### config.mk
export PLATFORM = sky130hd
export DESIGN_NAME = i2cm_target
export DESIGN_NICKNAME = d
export VERILOG_FILES = /design/src/rtl/i2cm_pkg.sv /design/src/rtl/i2cm_sync.sv /design/src/rtl/i2cm_link.sv /design/src/rtl/i2cm_regs.sv /design/src/rtl/i2cm_target.sv
export SDC_FILE = /design/constraint.sdc
export NUM_CORES = 1
export LEC_CHECK = 0
export BUFFER_PORTS_ARGS = -buffer_cell sky130_fd_sc_hd__clkbuf_2
export CAP_MARGIN = 15
export CORE_ASPECT_RATIO = 1.75
export CORE_UTILIZATION = 28
export CTS_BUF_LIST = sky130_fd_sc_hd__clkbuf_2 sky130_fd_sc_hd__clkbuf_4 sky130_fd_sc_hd__clkbuf_8
export DETAILED_ROUTE_END_ITERATION = 16
export PLACE_DENSITY = 0.51
export SLEW_MARGIN = 25
export SYNTH_ARGS = -nofsm -noshare
export SYNTH_HDL_FRONTEND = slang
export SYNTH_SLANG_ARGS = --single-unit
### constraint.sdc
create_clock -name clk -period 2.9 [get_ports clk]
set_input_delay 0.145 -clock clk [delete_from_list [all_inputs] [get_ports clk]]
set_output_delay 0.145 -clock clk [all_outputs]
set_load 0.02 [all_outputs]
### src/rtl/i2cm_pkg.sv
// Shared types and command-bit positions for the monitor serial target.
package i2cm_pkg;

    // Link layer states: idle, receive byte, send ack, send byte, take ack, wait stop.
    typedef enum logic [2:0] {
        LK_IDLE   = 3'd0,
        LK_RX     = 3'd1,
        LK_ACK_TX = 3'd2,
        LK_TX     = 3'd3,
        LK_ACK_RX = 3'd4,
        LK_WAIT   = 3'd5
    } link_state_t;

    // Extended register selector carried in bits 1:0 of a select byte.
    typedef enum logic [1:0] {
        XR_NONE     = 2'b00,
        XR_ALERT_EN = 2'b01,
        XR_ALERT_TH = 2'b10,
        XR_CTRL     = 2'b11
    } xreg_sel_t;

    localparam int CMD_W      = 7;
    localparam int CB_V_CONT  = 0;
    localparam int CB_V_ONCE  = 1;
    localparam int CB_I_CONT  = 2;
    localparam int CB_I_ONCE  = 3;
    localparam int CB_STATUS  = 6;

endpackage

### src/rtl/i2cm_sync.sv
// Bus front end: brings scl/sda into the clock domain through STAGES flops
// and flags clock edges and start/stop conditions.
// Assumes bus phases last several system clocks.
module i2cm_sync #(
    parameter int STAGES = 2
) (
    input  logic clk,
    input  logic rst_n,
    input  logic scl_i,
    input  logic sda_i,
    output logic sda_s,
    output logic scl_rise,
    output logic scl_fall,
    output logic start_det,
    output logic stop_det
);
    logic [STAGES-1:0] scl_q;
    logic [STAGES-1:0] sda_q;
    logic              scl_p;
    logic              sda_p;
    logic              scl_s;

    // One flop per synchronizer stage, both lines alike.
    for (genvar g = 0; g < STAGES; g++) begin : g_stage
        always_ff @(posedge clk) begin
            if (!rst_n) begin
                scl_q[g] <= 1'b1;
                sda_q[g] <= 1'b1;
            end else if (g == 0) begin
                scl_q[g] <= scl_i;
                sda_q[g] <= sda_i;
            end else begin
                scl_q[g] <= scl_q[(g == 0) ? 0 : g-1];
                sda_q[g] <= sda_q[(g == 0) ? 0 : g-1];
            end
        end
    end

    assign scl_s = scl_q[STAGES-1];
    assign sda_s = sda_q[STAGES-1];

    // Previous synchronized values for edge detection.
    always_ff @(posedge clk) begin
        if (!rst_n) begin
            scl_p <= 1'b1;
            sda_p <= 1'b1;
        end else begin
            scl_p <= scl_s;
            sda_p <= sda_s;
        end
    end

    assign scl_rise  = scl_s & ~scl_p;
    assign scl_fall  = ~scl_s & scl_p;
    assign start_det = scl_s & scl_p & sda_p & ~sda_s;
    assign stop_det  = scl_s & scl_p & ~sda_p & sda_s;

endmodule

### src/rtl/i2cm_link.sv
// Byte-level protocol engine: address match, byte receive, ack generation,
// byte transmit and host-ack sampling.
// Assumes the register block answers rd_load/rd_adv within one clock.
module i2cm_link
    import i2cm_pkg::*;
#(
    parameter logic [4:0] ADDR_PREFIX = 5'b11010
) (
    input  logic       clk,
    input  logic       rst_n,
    input  logic       scl_rise,
    input  logic       scl_fall,
    input  logic       start_det,
    input  logic       stop_det,
    input  logic       sda_s,
    input  logic [1:0] strap_i,
    input  logic       rd_block,
    input  logic [7:0] rd_byte,
    output logic       sda_oe,
    output logic       wr_stb,
    output logic       wr_first,
    output logic [7:0] wr_data,
    output logic       rd_load,
    output logic       rd_adv
);
    localparam logic [3:0] BYTE_BITS = 4'd8;

    link_state_t state;
    logic [3:0]  cnt;
    logic [7:0]  sh;
    logic [7:0]  txsh;
    logic        in_addr;
    logic        is_rd;
    logic        acked;
    logic [1:0]  wr_idx;
    logic        addr_hit;

    assign addr_hit = (sh[7:1] == {ADDR_PREFIX, strap_i});

    // Protocol sequencing; start and stop override every state.
    always_ff @(posedge clk) begin
        if (!rst_n) begin
            state    <= LK_IDLE;
            cnt      <= '0;
            sh       <= '0;
            txsh     <= '0;
            in_addr  <= 1'b0;
            is_rd    <= 1'b0;
            acked    <= 1'b0;
            wr_idx   <= '0;
            sda_oe   <= 1'b0;
            wr_stb   <= 1'b0;
            wr_first <= 1'b0;
            wr_data  <= '0;
            rd_load  <= 1'b0;
            rd_adv   <= 1'b0;
        end else begin
            wr_stb  <= 1'b0;
            rd_load <= 1'b0;
            rd_adv  <= 1'b0;
            if (start_det) begin
                state   <= LK_RX;
                in_addr <= 1'b1;
                cnt     <= '0;
                wr_idx  <= '0;
                sda_oe  <= 1'b0;
            end else if (stop_det) begin
                state  <= LK_IDLE;
                sda_oe <= 1'b0;
            end else begin
                case (state)
                    LK_RX: begin
                        if (scl_rise && cnt < BYTE_BITS) begin
                            sh  <= {sh[6:0], sda_s};
                            cnt <= cnt + 4'd1;
                        end else if (scl_fall && cnt == BYTE_BITS) begin
                            cnt   <= '0;
                            state <= LK_ACK_TX;
                            if (in_addr) begin
                                in_addr <= 1'b0;
                                is_rd   <= sh[0];
                                if (addr_hit && !(sh[0] && rd_block)) begin
                                    acked   <= 1'b1;
                                    sda_oe  <= 1'b1;
                                    rd_load <= sh[0];
                                end else begin
                                    acked <= 1'b0;
                                end
                            end else begin
                                acked    <= 1'b1;
                                sda_oe   <= 1'b1;
                                wr_stb   <= 1'b1;
                                wr_data  <= sh;
                                wr_first <= (wr_idx == 2'd0);
                                if (wr_idx != 2'd3) wr_idx <= wr_idx + 2'd1;
                            end
                        end
                    end
                    LK_ACK_TX: begin
                        if (scl_fall) begin
                            if (!acked) begin
                                sda_oe <= 1'b0;
                                state  <= LK_WAIT;
                            end else if (is_rd) begin
                                sda_oe <= ~rd_byte[7];
                                txsh   <= {rd_byte[6:0], 1'b0};
                                cnt    <= 4'd1;
                                state  <= LK_TX;
                            end else begin
                                sda_oe <= 1'b0;
                                state  <= LK_RX;
                            end
                        end
                    end
                    LK_TX: begin
                        if (scl_fall) begin
                            if (cnt == BYTE_BITS) begin
                                sda_oe <= 1'b0;
                                state  <= LK_ACK_RX;
                            end else begin
                                sda_oe <= ~txsh[7];
                                txsh   <= {txsh[6:0], 1'b0};
                                cnt    <= cnt + 4'd1;
                            end
                        end
                    end
                    LK_ACK_RX: begin
                        if (scl_rise) begin
                            acked  <= ~sda_s;
                            rd_adv <= ~sda_s;
                        end else if (scl_fall) begin
                            if (acked) begin
                                sda_oe <= ~rd_byte[7];
                                txsh   <= {rd_byte[6:0], 1'b0};
                                cnt    <= 4'd1;
                                state  <= LK_TX;
                            end else begin
                                state <= LK_WAIT;
                            end
                        end
                    end
                    default: ;
                endcase
            end
        end
    end

endmodule

### src/rtl/i2cm_regs.sv
// Register decode and read framing: command word, three extended registers,
// and the byte frame returned on a read.
// Assumes wr_stb, rd_load and rd_adv are single-clock strobes.
module i2cm_regs
    import i2cm_pkg::*;
#(
    parameter int         DATA_W    = 12,
    parameter logic [7:0] ALERT_RST = 8'h04
) (
    input  logic              clk,
    input  logic              rst_n,
    input  logic              wr_stb,
    input  logic              wr_first,
    input  logic [7:0]        wr_data,
    input  logic              rd_load,
    input  logic              rd_adv,
    input  logic              data_valid_i,
    input  logic [DATA_W-1:0] volt_i,
    input  logic [DATA_W-1:0] curr_i,
    input  logic [7:0]        status_i,
    output logic [7:0]        rd_byte,
    output logic [CMD_W-1:0]  cmd_o,
    output logic              cmd_wr_o,
    output logic [7:0]        alert_en_o,
    output logic [7:0]        alert_th_o,
    output logic [7:0]        ctrl_o
);
    localparam int FRAME_W = 8 * ((2 * DATA_W + 7) / 8);

    xreg_sel_t          ext_sel;
    logic               ext_pend;
    logic [FRAME_W-1:0] frame;
    logic [FRAME_W-1:0] next_frame;
    logic               want_v;
    logic               want_i;

    assign want_v = cmd_o[CB_V_CONT] | cmd_o[CB_V_ONCE];
    assign want_i = cmd_o[CB_I_CONT] | cmd_o[CB_I_ONCE];

    // Decode written bytes into the command word or an extended register.
    always_ff @(posedge clk) begin
        if (!rst_n) begin
            cmd_o      <= '0;
            cmd_wr_o   <= 1'b0;
            alert_en_o <= ALERT_RST;
            alert_th_o <= '0;
            ctrl_o     <= '0;
            ext_sel    <= XR_NONE;
            ext_pend   <= 1'b0;
        end else begin
            cmd_wr_o <= 1'b0;
            if (wr_stb) begin
                if (wr_first) begin
                    if (!wr_data[7]) begin
                        cmd_o    <= wr_data[CMD_W-1:0];
                        cmd_wr_o <= 1'b1;
                        ext_pend <= 1'b0;
                    end else begin
                        ext_sel  <= xreg_sel_t'(wr_data[1:0]);
                        ext_pend <= 1'b1;
                    end
                end else if (ext_pend) begin
                    ext_pend <= 1'b0;
                    case (ext_sel)
                        XR_ALERT_EN: alert_en_o <= wr_data;
                        XR_ALERT_TH: alert_th_o <= wr_data;
                        XR_CTRL:     ctrl_o     <= wr_data;
                        default: ;
                    endcase
                end
            end
        end
    end

    // Build the read frame from the selected channels, MSB first.
    always_comb begin
        next_frame = '0;
        if (cmd_o[CB_STATUS]) begin
            next_frame[FRAME_W-1 -: 8] = status_i;
        end else if (data_valid_i) begin
            if (want_v && want_i) begin
                next_frame[FRAME_W-1 -: DATA_W]        = volt_i;
                next_frame[FRAME_W-1-DATA_W -: DATA_W] = curr_i;
            end else if (want_v) begin
                next_frame[FRAME_W-1 -: DATA_W] = volt_i;
            end else if (want_i) begin
                next_frame[FRAME_W-1 -: DATA_W] = curr_i;
            end
        end
    end

    // Capture the frame at address ack, step one byte per host ack.
    always_ff @(posedge clk) begin
        if (!rst_n) begin
            frame <= '0;
        end else if (rd_load) begin
            frame <= next_frame;
        end else if (rd_adv) begin
            frame <= frame << 8;
        end
    end

    assign rd_byte = frame[FRAME_W-1 -: 8];

endmodule

### src/rtl/i2cm_target.sv
// Top of the monitor serial target: front end, protocol engine, registers.
// Assumes scl/sda phases span at least four system clocks.
module i2cm_target #(
    parameter logic [4:0] ADDR_PREFIX = 5'b11010,
    parameter int         DATA_W      = 12,
    parameter int         SYNC_STAGES = 2,
    parameter logic [7:0] ALERT_RST   = 8'h04
) (
    input  logic              clk,
    input  logic              rst_n,
    input  logic              scl_i,
    input  logic              sda_i,
    output logic              sda_oe_o,
    input  logic [1:0]        strap_i,
    input  logic              oneshot_busy_i,
    input  logic              data_valid_i,
    input  logic [DATA_W-1:0] volt_i,
    input  logic [DATA_W-1:0] curr_i,
    input  logic [7:0]        status_i,
    output logic [6:0]        cmd_o,
    output logic              cmd_wr_o,
    output logic [7:0]        alert_en_o,
    output logic [7:0]        alert_th_o,
    output logic [7:0]        ctrl_o
);
    logic       sda_s;
    logic       scl_rise;
    logic       scl_fall;
    logic       start_det;
    logic       stop_det;
    logic       wr_stb;
    logic       wr_first;
    logic [7:0] wr_data;
    logic       rd_load;
    logic       rd_adv;
    logic [7:0] rd_byte;

    i2cm_sync #(.STAGES(SYNC_STAGES)) sync_i (
        .clk       (clk),
        .rst_n     (rst_n),
        .scl_i     (scl_i),
        .sda_i     (sda_i),
        .sda_s     (sda_s),
        .scl_rise  (scl_rise),
        .scl_fall  (scl_fall),
        .start_det (start_det),
        .stop_det  (stop_det)
    );

    i2cm_link #(.ADDR_PREFIX(ADDR_PREFIX)) link_i (
        .clk       (clk),
        .rst_n     (rst_n),
        .scl_rise  (scl_rise),
        .scl_fall  (scl_fall),
        .start_det (start_det),
        .stop_det  (stop_det),
        .sda_s     (sda_s),
        .strap_i   (strap_i),
        .rd_block  (oneshot_busy_i),
        .rd_byte   (rd_byte),
        .sda_oe    (sda_oe_o),
        .wr_stb    (wr_stb),
        .wr_first  (wr_first),
        .wr_data   (wr_data),
        .rd_load   (rd_load),
        .rd_adv    (rd_adv)
    );

    i2cm_regs #(.DATA_W(DATA_W), .ALERT_RST(ALERT_RST)) regs_i (
        .clk          (clk),
        .rst_n        (rst_n),
        .wr_stb       (wr_stb),
        .wr_first     (wr_first),
        .wr_data      (wr_data),
        .rd_load      (rd_load),
        .rd_adv       (rd_adv),
        .data_valid_i (data_valid_i),
        .volt_i       (volt_i),
        .curr_i       (curr_i),
        .status_i     (status_i),
        .rd_byte      (rd_byte),
        .cmd_o        (cmd_o),
        .cmd_wr_o     (cmd_wr_o),
        .alert_en_o   (alert_en_o),
        .alert_th_o   (alert_th_o),
        .ctrl_o       (ctrl_o)
    );

endmodule

* Word level (Yosys, flattened, before mapping)
Cells that the tools add are included.
** Operators by class
- Add/subtract/negate cells :: 2
- $lt $le $gt $ge :: 1
- Equal/unequal tests :: 33
- Mux-type cells :: 70
- Bitwise operators :: 27
- Reductions and logical operators :: 36
** Operators with widths (count)
- $mux W24 :: 3
- $mux W8 :: 9
- $mux W12 :: 4
- $mux W4 :: 10
- $mux W1 :: 28
- $mux W3 :: 9
- $pmux W8 S3 :: 1
- $reduce_and A6 Y1 :: 4
- $ne A2 B1 Y1 const B :: 11
- $reduce_and A11 Y1 :: 2
- $ne A4 B1 Y1 const B :: 5
- $reduce_and A4 Y1 :: 5
- $not A1 Y1 :: 18
- $mux W16 :: 1
- $pmux W4 S4 :: 1
- $reduce_and A8 Y1 :: 2
- $pmux W3 S4 :: 1
- $reduce_and A3 Y1 :: 3
- $reduce_and A9 Y1 :: 1
- $ne A2 B2 Y1 const B :: 4
- $reduce_bool A2 Y1 :: 4
- $reduce_or A8 Y1 :: 1
- $and A1 B1 Y1 :: 7
- $eq A7 B7 Y1 :: 1
- 27 further kinds :: 34
** Word-level totals
- Flip-flop bits (word level) :: 106
- Input port bits :: 40

* Logic depth before layout (Yosys ltp)
- Depth in word-level cells :: 8
- Gate-level depth with buffers :: 8

* Modules after synthesis
A second synthesis with hierarchy kept.
** Unflattened totals
- Cell total of the unflattened synthesis :: 544
- Area total of the unflattened synthesis :: 4813.4 um^2
** Modules (own cells, without submodules)
- i2cm_regs :: times used 1, cells each 300, area an instance 2676.3 um^2, sequential area each 1181.1 um^2
- i2cm_link :: times used 1, cells each 228, area an instance 1946.9 um^2, sequential area each 800.8 um^2
- i2cm_sync :: times used 1, cells each 16, area an instance 190.2 um^2, sequential area each 120.1 um^2

* Worst setup path before layout
OpenSTA, ideal clock, no wires.
- Path kind :: register to register
- Start :: register link_i.state[1]
- End :: register link_i.cnt[3]
- Arrival time :: 1.851 ns
- Required time :: 2.830 ns
- Slack :: 0.979 ns
- Cell stages (with the launch flop) :: 7
- Period minus slack after synthesis :: 1.921 ns
- Cell sequence :: dfxtp_1 > buf_2 > nor3b_4 > a211oi_2 > or4_4 > or3_1 > a21oi_1
** On the way
- Word-level cells in the longest chain between the ends :: 3
- Elaborated cells on any way between the ends :: 16
- Classes of those cells :: 13 x eq/ne; 1 x mux; 2 x reduce/logical
** Ends and longest elaborated chain
- start: declaration :: RTL line i2cm_link.sv:28 : link_state_t state;
- start signal: assignment :: RTL line i2cm_link.sv:43 : state <= LK_IDLE;
- start signal: assignment :: RTL line i2cm_link.sv:62 : state <= LK_RX;
- start signal: assignment :: RTL line i2cm_link.sv:68 : state <= LK_IDLE;
- $eq A3 B1 Y1 (tied with other cells) :: RTL line i2cm_link.sv:71 : case (state)
- $ne A3 B1 Y1 (no line) (tied with other cells)
- $reduce_and A11 Y1 (no line)
- end signal: assignment :: RTL line i2cm_link.sv:75 : cnt <= cnt + 4'd1;
- end signal: assignment :: RTL line i2cm_link.sv:123 : cnt <= cnt + 4'd1;
- end: declaration :: RTL line i2cm_link.sv:29 : logic [3:0] cnt;
Several ways; a longest one is shown, not always the timed one.
A chain may end at the register's enable or synchronous reset.

* Worst setup path after layout
- Start :: register link_i.state[1]
- End :: register link_i.txsh[2]
** On the way
- Word-level cells in the longest chain between the ends :: 3
- Elaborated cells on any way between the ends :: 14
- Classes of those cells :: 11 x eq/ne; 1 x mux; 2 x reduce/logical
** Ends and longest elaborated chain
- $eq A3 B3 Y1 / $eq A3 B2 Y1 (equally long branches) :: RTL line i2cm_link.sv:71
- $ne A2 B2 Y1 (no line) (tied with other cells)
- $reduce_and A11 Y1 (no line)
- end signal: assignment :: RTL line i2cm_link.sv:106 : txsh <= {rd_byte[6:0], 1'b0};
- end signal: assignment :: RTL line i2cm_link.sv:122 : txsh <= {txsh[6:0], 1'b0};
- end signal: assignment :: RTL line i2cm_link.sv:134 : txsh <= {rd_byte[6:0], 1'b0};
- end: declaration :: RTL line i2cm_link.sv:31 : logic [7:0] txsh;
Several ways; a longest one is shown, not always the timed one.

==> metrics.txt <==
post-layout util=33.4%; fin cells=around 780; first-pass GRT wire length=20.0 mm; drt drc=0; Worst slew margin=44.7%; Cell Count Post-Placement=between 700 and 800; CTS clk-pin slew, worst paths=0.10 ns; final instance area=0.00544 sq mm; f_max=approximately 440 MHz; final setup fails=0; Synthesis Warnings=0; gp weighted congestion=0.877; GRT Overall Usage=15.1%; Die Ht=around 170 microns; Crit. End Element=flop; H-Tree Depth=3; leakage=2.24 nW; top cell type's share of synthesized area=45.3%; initial antenna violation count=0; final worst setup slack=between 0.6 and 0.7 ns; most common flop cell mapped by yosys=dfxtp_1; routed len/inst=16.2 microns; Worst Path Arrival=roughly 2.5 ns; TritonCTS clock tree=yes; number of synthesized flops with an enable pin=0; Clock Sinks=105; crit path cell chain=and2b_1 -> o21ai_0 -> a2111oi_4 -> nor2_1 -> a211oi_1; crit path max fanout=14; ant diodes=0; Tot Pwr=2.60 mW; slowest stage delay, CP=roughly 0.76 ns; core area=0.0163 sq mm; critical path launch point type=flop; Hold Vio Cnt, Final=0; Hold WC Path Type=input pin to flop; Post-Syn Area=about 0.0046 sq mm; synth unique cells=54; WHS=about 0.053 ns; placed cell areas=0.00518 sq mm; M3 GR Usage=1.78%; drt first pass iters=4; routed vias/inst=4.94; Total Nets Final=626; post-cts resize count=0; port bufs=72; cell area power density=between 400 and 500 mW/mm^2; gr ovfl total=0; Slew Limit Fails=0; GR peak layer=met2; Mapped Avg Cell Area=8.93 sq um; DIE AREA=roughly 0.017 sq mm; reg2reg setup slack=between 0.6 and 0.7 ns; clk buf depth=2; Syn Inst Count=520; worst slack at placement=about 0.64 ns; Die Wd=99.4 microns; I/O pin cnt=73; top cells by area, synth=dfxtp_1 45%, mux2i_1 11%, nor2_1 6.1%, a21oi_1 3.7%, nand2_1 3.6%; Critical Path RT=3.19 ns; register area share after synthesis=45.3%; Starting Density=28.5%; Post-DRT Antenna Nets=0; family with the most delay on the worst path=compound AO/OA/AOI/OAI gates; CP bufs+invs=0; vias in the first global route=about 3800; worst slew pin tran=0.826 ns; Async SR Flop Fraction=0%; Routed WL=12.6 mm; TNS Setup=0 ns; status=finished, final reports clean; count leader, synth=dfxtp_1; clk_skew=roughly 0.013 ns; maximum VDD drop=286 uV; Mapped Nets=564; DR iter-0 viols=approximately 190; Num CTS Buffers=9; met1 Usage GRT=15.7%; RSZ-0062 raised after global routing=no; commonest cells in the netlist=105 x dfxtp_1, 76 x nor2_1, 51 x mux2i_1; top cell type by total area after synthesis=dfxtp_1; clock latency at the later pin of the worst-skew pair=0.37 ns; pin count of the biggest net entering global routing=32; GRT met2 Usage=29.3%; FF+latch count, synth=105; site row count=just over 60; dpl hpwl=around 9.6 mm; fin crit share=between 70 and 80%; Max Cap Violations=0; Area growth, synth to finish=17.1%; WS Path Type=flop to flop; CTS root buf=clkbuf_8; fraction of layout instances using a drive strength above 1=a little over a fifth; min Tclk post-route=2.25 ns; Via Count=3852; slowest stage cell, crit path=a2111oi_4
[final cells by class]
type | instances | area, sq um
sequential | 105 | 2100
clock buffer | 9 | 124
timing repair buffer | 83 | 448
tap | 192 | 240
inverter | 13 | 48.8
fill | 1716 | 10900
multi-input combinational | 370 | 2360
clock inverter | 7 | 113
[layout by cell type, fill, tap and decap left out, drive strengths merged, types with 8 or more instances in the layout]
cell    netlist  routed
buf          11       9
nand3        22      22
o21ai        23      23
a22oi         8       8
a21oi        34      34
clkbuf       21      81
mux2          9       9
dfxtp       105     105
a211oi       10      10
mux2i        51      51
nand2        45      45
inv          12      15
nand2b       10      10
nor2         76      76
[cells by family after synthesis]
kind of cell	count (synthesis)	share of synthesized area [%]
xor+xnor	5	0.943
mux	60	13.2
buf+inv	45	3.96
fa+ha+maj	4	1.08
flops	105	45.3
compound gates	106	15.2
simple gates	195	20.4
[path summary, 6_finish.rpt]
check | to | startpoint | depth (start not counted)
max | link_i.txsh[2] | link_i.state[1] | 5
min | regs_i.frame[0] | curr_i[0] | 3
max reg2reg | link_i.txsh[2] | link_i.state[1] | 5
min reg2reg | sync_i.sda_s | sync_i.sda_q[0] | 1
[worst register-to-register path: cells and delay by family (launching register included)]
kind	cells	cell delay, ns
flops	1	0.59
simple gates	2	0.40
compound gates	3	1.18
[power by group]
part           leakage (nW)  switching [mW]  total, mW  internal [mW]
Clock                 0.115           0.540       1.04          0.504
Combinational          1.28          0.0613      0.103         0.0420
Sequential            0.847         0.00839       1.46           1.45
Total                  2.24           0.609       2.60           1.99
[routing by layer]
metal | vias up | share of wire, %
li1 | 1952 | -
met1 | 1802 | 39
met2 | 73 | 56
met3 | 25 | 2.4
met4 | 0 | 3.0
met5 | - | 0
[repair_timing]
action	4_1_cts	5_1_grt
setup buffers	0	0
hold buffers	2	0
endpoints found under the hold margin	2	0
[state kept, by name, indices dropped and copies added, names as in the netlist, 2 cells and up]
name	count
regs_i.cmd_o	7
link_i.wr_data	8
regs_i.frame	24
link_i.state	3
link_i.sh	8
regs_i.alert_en_o	8
link_i.wr_idx	2
regs_i.ctrl_o	8
regs_i.alert_th_o	8
link_i.txsh	7
link_i.cnt	4
regs_i.ext_sel	2
Note: power is estimated with default switching activity, not from simulation.
